## config.mk

```make
export PLATFORM = sky130hd
export DESIGN_NAME = mono_tripler
export DESIGN_NICKNAME = d
export VERILOG_FILES = /design/src/rtl/mono_tripler_pkg.sv /design/src/rtl/mt_expand.sv /design/src/rtl/mt_pack.sv /design/src/rtl/mono_tripler.sv
export SDC_FILE = /design/constraint.sdc
export NUM_CORES = 1
export LEC_CHECK = 0
export ABC_AREA = 1
export CAP_MARGIN = 10
export CORE_AREA = 3 3 123 125
export CTS_CLUSTER_SIZE = 40
export DETAILED_ROUTE_END_ITERATION = 12
export DIE_AREA = 0 0 126 128
export PLACE_DENSITY = 0.79
export SLEW_MARGIN = 15
export SYNTH_ARGS = -nofsm -noshare
export SYNTH_HDL_FRONTEND = slang
export SYNTH_HIERARCHICAL = 1
export SYNTH_SLANG_ARGS = --single-unit
```

## constraint.sdc

```tcl
create_clock -name clk -period 2.6 [get_ports clk]
set_clock_uncertainty 0.2 [all_clocks]
set_input_delay 0.52 -clock clk [delete_from_list [all_inputs] [get_ports clk]]
set_output_delay 0.52 -clock clk [all_outputs]
set_load 0.02 [all_outputs]
```

## src/rtl/mono_tripler_pkg.sv

```systemverilog
package mono_tripler_pkg;

   // Bits needed in the staging buffer: one partial byte plus one replicated pixel.
   function automatic int mt_stage_bits(input int byte_w, input int rep);
      return byte_w + rep - 1;
   endfunction

   // Counter width able to hold the value n itself.
   function automatic int mt_count_bits(input int n);
      return $clog2(n + 1);
   endfunction

endpackage

```

## src/rtl/mt_expand.sv

```systemverilog
module mt_expand
   import mono_tripler_pkg::*;
#(
   parameter int BYTE_W = 8,
   parameter int REP    = 3,
   parameter int DIM_W  = 12
) (
   input  logic              clk,
   input  logic              rst_n,
   input  logic              go,
   input  logic [DIM_W-1:0]  width_px,
   input  logic [DIM_W-1:0]  height_rows,
   input  logic              in_valid,
   input  logic [BYTE_W-1:0] in_byte,
   output logic              in_ready,
   output logic              byte_valid,
   output logic [BYTE_W-1:0] byte_data,
   output logic              byte_last,
   input  logic              byte_ready
);

   localparam int PW = mt_stage_bits(BYTE_W, REP);
   localparam int CW = mt_count_bits(PW);
   localparam int IW = mt_count_bits(BYTE_W);

   logic              active_q, have_q, flush_q;
   logic [BYTE_W-1:0] sr_q;
   logic [IW-1:0]     left_q;
   logic [DIM_W-1:0]  wid_q, pix_q, rows_q;
   logic [PW-1:0]     pend_q;
   logic [CW-1:0]     pcnt_q;

   logic              full_w, emit, take_pix;
   logic [PW-1:0]     rep_bits, appended;
   logic [CW-1:0]     sh;

   always_comb begin
      full_w     = pcnt_q >= CW'(BYTE_W);
      emit       = active_q && (full_w || (flush_q && pcnt_q != '0));
      take_pix   = active_q && !emit && !flush_q && have_q;
      in_ready   = active_q && !have_q && !flush_q;
      byte_valid = emit;
      byte_data  = pend_q[PW-1 -: BYTE_W];
      byte_last  = flush_q && (rows_q == DIM_W'(1)) && (pcnt_q <= CW'(BYTE_W));
      rep_bits   = PW'({REP{sr_q[BYTE_W-1]}});
      sh         = CW'(PW - REP) - pcnt_q;
      appended   = pend_q | (rep_bits << sh);
   end

   always_ff @(posedge clk) begin
      if (!rst_n) begin
         active_q <= 1'b0;
         have_q   <= 1'b0;
         flush_q  <= 1'b0;
         sr_q     <= '0;
         left_q   <= '0;
         wid_q    <= '0;
         pix_q    <= '0;
         rows_q   <= '0;
         pend_q   <= '0;
         pcnt_q   <= '0;
      end else if (go) begin
         active_q <= 1'b1;
         have_q   <= 1'b0;
         flush_q  <= 1'b0;
         wid_q    <= width_px;
         pix_q    <= width_px;
         rows_q   <= height_rows;
         pend_q   <= '0;
         pcnt_q   <= '0;
      end else begin
         if (in_valid && in_ready) begin
            sr_q   <= in_byte;
            left_q <= IW'(BYTE_W);
            have_q <= 1'b1;
         end
         if (emit) begin
            if (byte_ready) begin
               pend_q <= pend_q << BYTE_W;
               pcnt_q <= full_w ? pcnt_q - CW'(BYTE_W) : '0;
            end
         end else if (flush_q) begin
            flush_q <= 1'b0;
            if (rows_q == DIM_W'(1)) begin
               active_q <= 1'b0;
            end else begin
               rows_q <= rows_q - DIM_W'(1);
               pix_q  <= wid_q;
            end
         end else if (take_pix) begin
            pend_q <= appended;
            pcnt_q <= pcnt_q + CW'(REP);
            sr_q   <= sr_q << 1;
            left_q <= left_q - IW'(1);
            pix_q  <= pix_q - DIM_W'(1);
            if (pix_q == DIM_W'(1)) begin
               flush_q <= 1'b1;
               have_q  <= 1'b0;
            end else if (left_q == IW'(1)) begin
               have_q <= 1'b0;
            end
         end
      end
   end

endmodule

```

## src/rtl/mt_pack.sv

```systemverilog
module mt_pack #(
   parameter int BYTE_W     = 8,
   parameter int WORD_BYTES = 4
) (
   input  logic                         clk,
   input  logic                         rst_n,
   input  logic                         byte_valid,
   input  logic [BYTE_W-1:0]            byte_data,
   input  logic                         byte_last,
   output logic                         byte_ready,
   output logic                         word_valid,
   output logic [BYTE_W*WORD_BYTES-1:0] word_data,
   output logic                         word_last,
   input  logic                         word_ready
);

   localparam int WW = BYTE_W * WORD_BYTES;
   localparam int IW = $clog2(WORD_BYTES);

   logic [IW-1:0]     idx_q;
   logic [BYTE_W-1:0] lane_q [WORD_BYTES];
   logic [WW-1:0]     word_d;
   logic              take, complete;

   always_comb begin
      byte_ready = !word_valid || word_ready;
      take       = byte_valid && byte_ready;
      complete   = (idx_q == IW'(WORD_BYTES - 1)) || byte_last;
   end

   for (genvar g = 0; g < WORD_BYTES; g++) begin : g_lane
      always_comb word_d[g*BYTE_W +: BYTE_W] = (idx_q == IW'(g)) ? byte_data : lane_q[g];

      always_ff @(posedge clk) begin
         if (!rst_n) begin
            lane_q[g] <= '0;
         end else if (take) begin
            if (complete)
               lane_q[g] <= '0;
            else if (idx_q == IW'(g))
               lane_q[g] <= byte_data;
         end
      end
   end

   always_ff @(posedge clk) begin
      if (!rst_n) begin
         idx_q      <= '0;
         word_valid <= 1'b0;
         word_data  <= '0;
         word_last  <= 1'b0;
      end else begin
         if (word_valid && word_ready)
            word_valid <= 1'b0;
         if (take) begin
            if (complete) begin
               idx_q      <= '0;
               word_valid <= 1'b1;
               word_data  <= word_d;
               word_last  <= byte_last;
            end else begin
               idx_q <= idx_q + IW'(1);
            end
         end
      end
   end

endmodule

```

## src/rtl/mono_tripler.sv

```systemverilog
module mono_tripler #(
   parameter int DIM_W      = 12,
   parameter int BYTE_W     = 8,
   parameter int REP        = 3,
   parameter int WORD_BYTES = 4
) (
   input  logic                         clk,
   input  logic                         rst_n,
   input  logic                         start,
   input  logic [DIM_W-1:0]             width_px,
   input  logic [DIM_W-1:0]             height_rows,
   input  logic                         in_valid,
   input  logic [BYTE_W-1:0]            in_byte,
   output logic                         in_ready,
   output logic                         out_valid,
   output logic [BYTE_W*WORD_BYTES-1:0] out_word,
   input  logic                         out_ready,
   output logic                         done
);

   if (REP < 1 || REP > BYTE_W) begin : g_bad_rep
      $fatal(1, "REP must lie between 1 and BYTE_W");
   end
   if (WORD_BYTES < 2) begin : g_bad_word
      $fatal(1, "WORD_BYTES must be at least 2");
   end
   if (DIM_W < 1) begin : g_bad_dim
      $fatal(1, "DIM_W must be at least 1");
   end

   logic              busy_q, go;
   logic              bv, bl, br, pk_last;
   logic [BYTE_W-1:0] bd;
   logic              last_take;

   always_comb begin
      go        = start && !busy_q && (width_px != '0) && (height_rows != '0);
      last_take = out_valid && out_ready && pk_last;
   end

   always_ff @(posedge clk) begin
      if (!rst_n) begin
         busy_q <= 1'b0;
         done   <= 1'b0;
      end else begin
         done <= last_take;
         if (go)
            busy_q <= 1'b1;
         else if (last_take)
            busy_q <= 1'b0;
      end
   end

   mt_expand #(.BYTE_W(BYTE_W), .REP(REP), .DIM_W(DIM_W)) u_expand (
      .clk        (clk),
      .rst_n      (rst_n),
      .go         (go),
      .width_px   (width_px),
      .height_rows(height_rows),
      .in_valid   (in_valid),
      .in_byte    (in_byte),
      .in_ready   (in_ready),
      .byte_valid (bv),
      .byte_data  (bd),
      .byte_last  (bl),
      .byte_ready (br)
   );

   mt_pack #(.BYTE_W(BYTE_W), .WORD_BYTES(WORD_BYTES)) u_pack (
      .clk        (clk),
      .rst_n      (rst_n),
      .byte_valid (bv),
      .byte_data  (bd),
      .byte_last  (bl),
      .byte_ready (br),
      .word_valid (out_valid),
      .word_data  (out_word),
      .word_last  (pk_last),
      .word_ready (out_ready)
   );

endmodule

```

==> summary.md, run 1 <==
| Metric | Value |
|---|---|
| Outcome | complete, no violations |
| CTS tree | built |
| Fin nets | 1149 |
| Unique masters post-synth | 41 |
| Initial core utilization | 50.1% |
| CTS sink cnt | 135 |
| Setup WS pre-CTS | -0.0192 ns |
| Fmax | 400 MHz |
| Vias in the first global route | 5965 |
| Setup-failing EPs final | 0 |
| Seq/Total Area, Yosys | 43.1% |
| Fin. max-slew vios | 0 |
| Detail-routed via count per cell | 5.01 |
| Port Buffer Count | 71 |
| Overall Power | 5.48 mW |
| FF-to-FF Start | u_expand/rows_q[1] |
| CP arrival | 1.78 ns |
| Clk Latency, worst-skew pair | 0.42 ns |
| Unrepaired setup endpoints after global routing | true |
| Die width | 126 microns |
| Maximum vdd drop | 0.000472 V |
| Die Y | 128 microns |
| Initial antenna violation count | 0 |
| Drt total wl | 16200 microns |
| Util after Layout | 61.5% |
| Die area | 16100 sq um |
| Cts bufs inserted | 17 |
| 1st-pass router iterations | 5 |
| CP Capture Type | primary output |
| Ant diodes | 0 |
| Final hold viol count | 0 |
| Delay of the slowest cell on the worst path | 0.63 ns |
| WL per Instance | 12.5 microns |
| Critical Path Source | u_expand/flush_q |
| Core Box Area | 14000 sq um |
| Clock-pin transition on the worst setup and hold timing paths | 0.06 ns |
| Syn-to-layout area delta | 22.7% |
| HP Start | u_expand/pend_q[1] |
| Clock root cell | clkbuf_16 |
| Worst Hold End | u_expand/pend_q[1] |
| Post-synthesis register bit count | 135 |
| DRC Markers | 0 |
| CP startpoint kind | register |
| Total congestion overflow | 0 |
| Final TNS setup | 0 ns |
| R2R Setup Slk | 0.15 ns |
| Tot GR Track Use | 20.5% |
| ANT nets after route | 0 |
| Hold Path Depth | 2 |
| Pin count of the biggest net entering global routing | 39 |
| CP Cell Sequence | inv_2 -> nand2_1 -> nor2_2 -> clkdlybuf4s50_1 |
| Wire length of the first global-routing pass | 26900 microns |
| 1st-iter DRT viols | 361 |
| Worst-margin pin slew | 0.514 ns |
| Syn Area/Cell | 6.92 sq um |
| I/O pins | 72 |
| Leakage | 3.88 nW |
| Critical path's slowest cell | clkdlybuf4s50_1 |
| RR Endpoint | u_pack/lane_q[1][0] |
| FF-to-FF path depth | 12 |
| CTS H-Tree Depth | 4 |
| Setup WS post-layout | 0.101 ns |
| Vias | 6477 |
| Share of layout cells above drive strength 1 | 8.80% |
| DP Wirelength | 11200 microns |
| Power per Cell Area | 637 nW/um^2 |
| Cell Area, Synth | 7010 sq um |
| Req. time, crit path | 1.88 ns |
| Period utilization | 96.1% |
| Clock Tree Buf Depth | 2 |
| Max FO, Critical Path | 8 |
| FP Rows | 43 |
| Total setup buffers inserted after CTS | 0 |
| Max-Cap Viols | 0 |
| Class of the worst hold path | register to register |
| CP Class | register to primary output |
| Ys Warns | 6 |
| Slew HR | 65.7% |
| Post-route minimum period | 2.50 ns |
| GPL Wtd Cong | 0.892 |
| Synth Instances | 1013 |
| Final hold slack | 0.248 ns |
-- worst max path at each step --
stage	endpoint	slack [ns]	cells past startpoint
global placement	u_expand/pend_q[4]	0.02	12
floorplan	u_pack/lane_q[0][0]	0.28	11
finish	in_ready	0.10	4
CTS	in_ready	0.08	4
global route	u_pack/lane_q[0][2]	-0.04	12
detailed placement	u_expand/pend_q[1]	-0.02	12
-- final cells by class --
class / count / area (sq um)
sequential: 135 / 3020
timing repair buffer: 106 / 981
inverter: 144 / 543
multi-input combinational: 697 / 3200
clock buffer: 18 / 429
tap: 180 / 225
clock inverter: 14 / 198
fill: 1220 / 5390
-- worst max-delay path: cells and delay by family, from the launching register on --
kind	cells	cell delay, ns
buffers and inverters	2	0.72
DFF	1	0.42
and+or+nand+nor	2	0.22
-- cells in the mapped netlist (all sizes together) --
| cell | n | area share (%) |
|---|---|---|
| nand2 | 258 | 15 |
| nor2 | 178 | 9.7 |
| inv | 144 | 7.7 |
| dfxtp | 103 | 29 |
| o21ai | 86 | 6.1 |
| nand3 | 58 | 4.5 |
| a21oi | 50 | 3.6 |
| buf | 33 | 3.3 |
| edfxtp | 32 | 14 |
| o22ai | 12 | 1.1 |
| clkbuf | 11 | 0.59 |
| ha | 11 | 2.0 |
| nand4 | 7 | 0.71 |
| nor3 | 7 | 0.50 |
| o211ai | 4 | 0.43 |
| a21boi | 3 | 0.48 |
| and2 | 3 | 0.27 |
| xor2 | 3 | 0.37 |
| a31oi | 2 | 0.18 |
| or2 | 2 | 0.18 |
| a22oi | 1 | 0.11 |
| conb | 1 | 0.053 |
| nor3b | 1 | 0.11 |
| o21bai | 1 | 0.11 |
| o31ai | 1 | 0.11 |
| xnor2 | 1 | 0.12 |
-- registers in the layout, summed over array words and instances, names as in the netlist, 2 cells and up --
name,flops
u_expand/wid_q,12
u_expand/sr_q,8
u_pack/lane_q,32
u_expand/pcnt_q,4
u_expand/pend_q,10
u_expand/pix_q,12
u_expand/left_q,4
u_expand/rows_q,12
u_pack/word_data,32
u_pack/idx_q,2
-- per-stage QoR --
step,cell area (sq um),cells
floorplan,7040,1020
global placement,7970,1262
detailed placement,7970,1262
CTS,8600,1294
global route,8600,1294
finish,8600,1294
-- cells in the final DEF (no fill, tap or decap), drive strengths merged, types with 4 or more instances in the layout --
master,count
conb,8
nor3,7
o211ai,4
nor2,178
nand2,258
nand4,7
o21ai,86
inv,148
buf,36
dfxtp,103
ha,11
clkinv,4
bufinv,4
clkdlybuf4s50,70
clkbuf,18
o22ai,12
edfxtp,32
nand3,58
a21oi,50
-- report_power, final --
group	internal, mW	switching, mW
registers	2.23	0.0575
logic	0.261	0.385
clock network	1.61	0.928
total	4.11	1.37
-- cell families (layout without fill, tap and decap cells) --
logic type / after synthesis / after routing / synth area share (%)
DFF: 135 / 135 / 43.1
AOI/OAI and AO/OA: 160 / 160 / 12.2
xor gates and xnor gates: 4 / 4 / 0.500
adders and majority gates: 11 / 11 / 1.96
buffers and inverters: 188 / 282 / 11.6
other: 1 / 8 / 0.0535
and+or+nand+nor: 514 / 514 / 30.5
-- what timing repair did --
action                     4_1_cts  5_1_grt
resized for setup                0        1
hold buffers                     0        0
setup endpoints to repair        0       24
-- routing by layer --
metal,vias to the layer above,GRT usage [%],share of wire [%]
met3,30,4.83,6.6
met2,238,33.3,47
met5,-,0,0
li1,3354,-,-
met4,0,9.78,2.0
met1,2855,25.8,45
Note: power is estimated with default switching activity, not from simulation.
==> run 2: changes to the inputs <==
--- a/config.mk
+++ b/config.mk
@@ -7,11 +7,12 @@
 export LEC_CHECK = 0
 export ABC_AREA = 1
 export CAP_MARGIN = 10
-export CORE_AREA = 3 3 123 125
+export CORE_AREA = 3 3 137 139
 export CTS_CLUSTER_SIZE = 40
 export DETAILED_ROUTE_END_ITERATION = 12
-export DIE_AREA = 0 0 126 128
-export PLACE_DENSITY = 0.79
+export DIE_AREA = 0 0 140 142
+export PLACE_DENSITY = 0.67
+export REMOVE_ABC_BUFFERS = 1
 export SLEW_MARGIN = 15
 export SYNTH_ARGS = -nofsm -noshare
 export SYNTH_HDL_FRONTEND = slang
==> run 2 against run 1 <==
  * Critical path depth grew 5
  * Critical endpoint is now u_pack/lane_q[2][7]
  * Cell count grew 5.6%
  * First-iteration DRC count shrank 8.9%
  * Combinational power grew 3.6%
  * Maximum frequency grew 6.2%
  * Cell area grew 2.4%
  * Die area grew 23%
  * Largest cell class unchanged
  * Utilization shrank 12 points
==> summary.md, run 2 (synthesis gave the netlist of run 1 again) <==
| Metric | Value |
|---|---|
| DP Wirelength | 11400 microns (+1.8%) |
| FF-to-FF path depth | 9 (-3) |
| Final hold viol count | 0 (unchanged) |
| Setup-failing EPs final | 0 (unchanged) |
| Maximum vdd drop | 0.000459 V (-2.8%) |
| Fmax | 425 MHz (+6.2%) |
| Switch Pwr | 1.35 mW (-1.7%) |
| DRC Markers | 0 (unchanged) |
| Leakage | 3.99 nW (+2.7%) |
| 1st-iter DRT viols | 329 (-8.9%) |
| Clock-pin transition on the worst setup and hold timing paths | 0.06 ns (about the same) |
| Detail-routed via count per cell | 4.62 (-7.8%) |
| Max-Cap Viols | 0 (unchanged) |
| Sequential share of power | 43.4% (+1.6 points) |
| Internal | 3.93 mW (-4.3%) |
| Initial core utilization | 39.5% (-11 points) |
| CP startpoint kind | register |
| Power per Cell Area | 599 nW/um^2 (-6.0%) |
| Hold Path Depth | 2 (unchanged) |
| Wire length of the first global-routing pass | 26700 microns (-0.61%) |
| 1st-pass router iterations | 5 (unchanged) |
| Vias | 6312 (-2.5%) |
| Share of layout cells above drive strength 1 | 10.4% (+1.6 points) |
| Req. time, crit path | 2.47 ns (+0.59 ns) |
| Biggest regs | u_pack/lane_q: 32 flops, u_pack/word_data: 32 flops |
| Hold buffers post-CTS | 0 (unchanged) |
| Switching fraction of total power | 25.5% (+0.51 points) |
| Setup WS post-layout | 0.247 ns (+0.146 ns) |
| Ant diodes | 0 (unchanged) |
| CTS tree | built |
| Total congestion overflow | 0 (unchanged) |
| Clock Power Share | 44.0% (-2.4 points) |
| Outcome | complete, no violations |
| CP Class | register to register |
| FP Rows | 49 (+14%) |
| Post-CTS sizing | 0 (unchanged) |
| Class of the worst hold path | register to register |
| Die width | 140 microns (+11%) |
| WL per Instance | 11.6 microns (-7.1%) |
| Fin. max-slew vios | 0 (unchanged) |
| Post-route minimum period | 2.35 ns (-0.146 ns) |
| CTS sink cnt | 135 (unchanged) |
| Drt total wl | 15900 microns (-1.8%) |
| CTS H-Tree Depth | 4 (unchanged) |
| Filler instances | 1759 (+44%) |
| Multi-input gate area | 3200 sq um (about the same) |
| Unrepaired setup endpoints after global routing | false |
| Die area | 19900 sq um (+23%) |
| Initial antenna violation count | 0 (unchanged) |
| Overall Power | 5.28 mW (-3.7%) |
| Syn-to-layout area delta | 25.6% |
| GPL Wtd Cong | 0.862 (-3.3%) |
| Commonest non-fill, non-tap cells in the layout | nand2_1, nor2_1, inv_1 |
| Fin nets | 1173 (+2.1%) |
| Clock root cell | clkbuf_16 |
| Total setup buffers inserted after CTS | 0 (unchanged) |
| Cts bufs inserted | 17 (unchanged) |
| Most common cell after layout, fill and taps aside | nand2_1 |
| CP Capture Type | register |
| Pin count of the biggest net entering global routing | 41 (+5.1%) |
| Comb power frac | 12.7% (+0.9 points) |
| Max FO, Critical Path | 8 (unchanged) |
| Port Buffer Count | 71 (unchanged) |
| Setup WS pre-CTS | -0.160 ns (-0.141 ns) |
| Vias in the first global route | 5667 (-5.0%) |
| Core Box Area | 17800 sq um (+27%) |
| Tot GR Track Use | 16.2% (-4.3 points) |
| Clock Tree Buf Depth | 2 (unchanged) |
| ANT nets after route | 0 (unchanged) |
| I/O pins | 72 (unchanged) |
| Clk Latency, worst-skew pair | 0.42 ns (about the same) |
| CP arrival | 2.23 ns (+0.45 ns) |
| Period utilization | 90.5% (-5.6 points) |
| Storage element area | 3020 sq um (unchanged) |
| Die Y | 142 microns (+11%) |
## run 2: cell types whose count changed in the layout (fill, tap and decap cells not counted), moves of 2 or more
| cell | delta |
|---|---|
| buf_4 | +22 |
| inv_6 | -3 |
| buf_12 | +2 |
| bufinv_16 | -2 |
| clkbuf_1 | +3 |
## run 2: per-stage QoR
step           cells  util [%]  cell area (sq um)  TNS (ns)  hold slack [ns]
4_1_cts         1367      49.5               8810         0            0.254
2_1_floorplan    976         -               6770    -14.95            0.227
6_report        1367      49.6               8810         0            0.254
3_3_place_gp    1335      46.3               8240    -0.536            0.238
3_5_place_dp    1335      46.3               8240     -2.95            0.245
5_1_grt         1367      49.6               8810         0            0.265
## run 2: final cells by class
class / instances / share of cell area, %
Clock buffer: 21 / 5.00
Clock inverter: 11 / 1.45
Inverter: 144 / 6.16
Multi-Input combinational cell: 697 / 36.3
Sequential cell: 135 / 34.3
Tap cell: 229 / 3.25
Timing Repair Buffer: 130 / 13.5
## run 2: power groups by stage
stage	Sequential [mW]	Clock, mW	Combinational [mW]
after floorplan	2.32	0	0.413
after global routing	2.30	2.47	0.767
after detailed placement	2.33	0	0.666
final	2.29	2.32	0.669
after global placement	2.33	0	0.659
after CTS	2.29	2.37	0.672
## run 2: final timing paths
path              slack (ns)                from                   to
hold / removal          0.25  u_expand/pend_q[1]   u_expand/pend_q[1]
setup / recovery        0.25  u_expand/pcnt_q[0]  u_pack/lane_q[2][7]
setup reg to reg        0.25  u_expand/pcnt_q[0]  u_pack/lane_q[2][7]
hold reg to reg         0.25  u_expand/pend_q[1]   u_expand/pend_q[1]
## run 2: critical path, stage by stage, from the launching register on
cell and delay [ns]:
dfxtp_1 0.40, inv_1 0.12, ha_1 0.26, nand2_4 0.10, nand2_4 0.05, a21boi_4 0.20, nand2_1 0.13, inv_1 0.17
nand2_2 0.07, nand2_1 0.31
## run 2: routing by layer
layer	up-vias	track usage (%)	wire length, microns
met2	131	26.4	7140
met5	-	0	0
met3	22	3.83	743
li1	3404	-	-
met1	2755	21.3	7810
met4	0	5.51	215
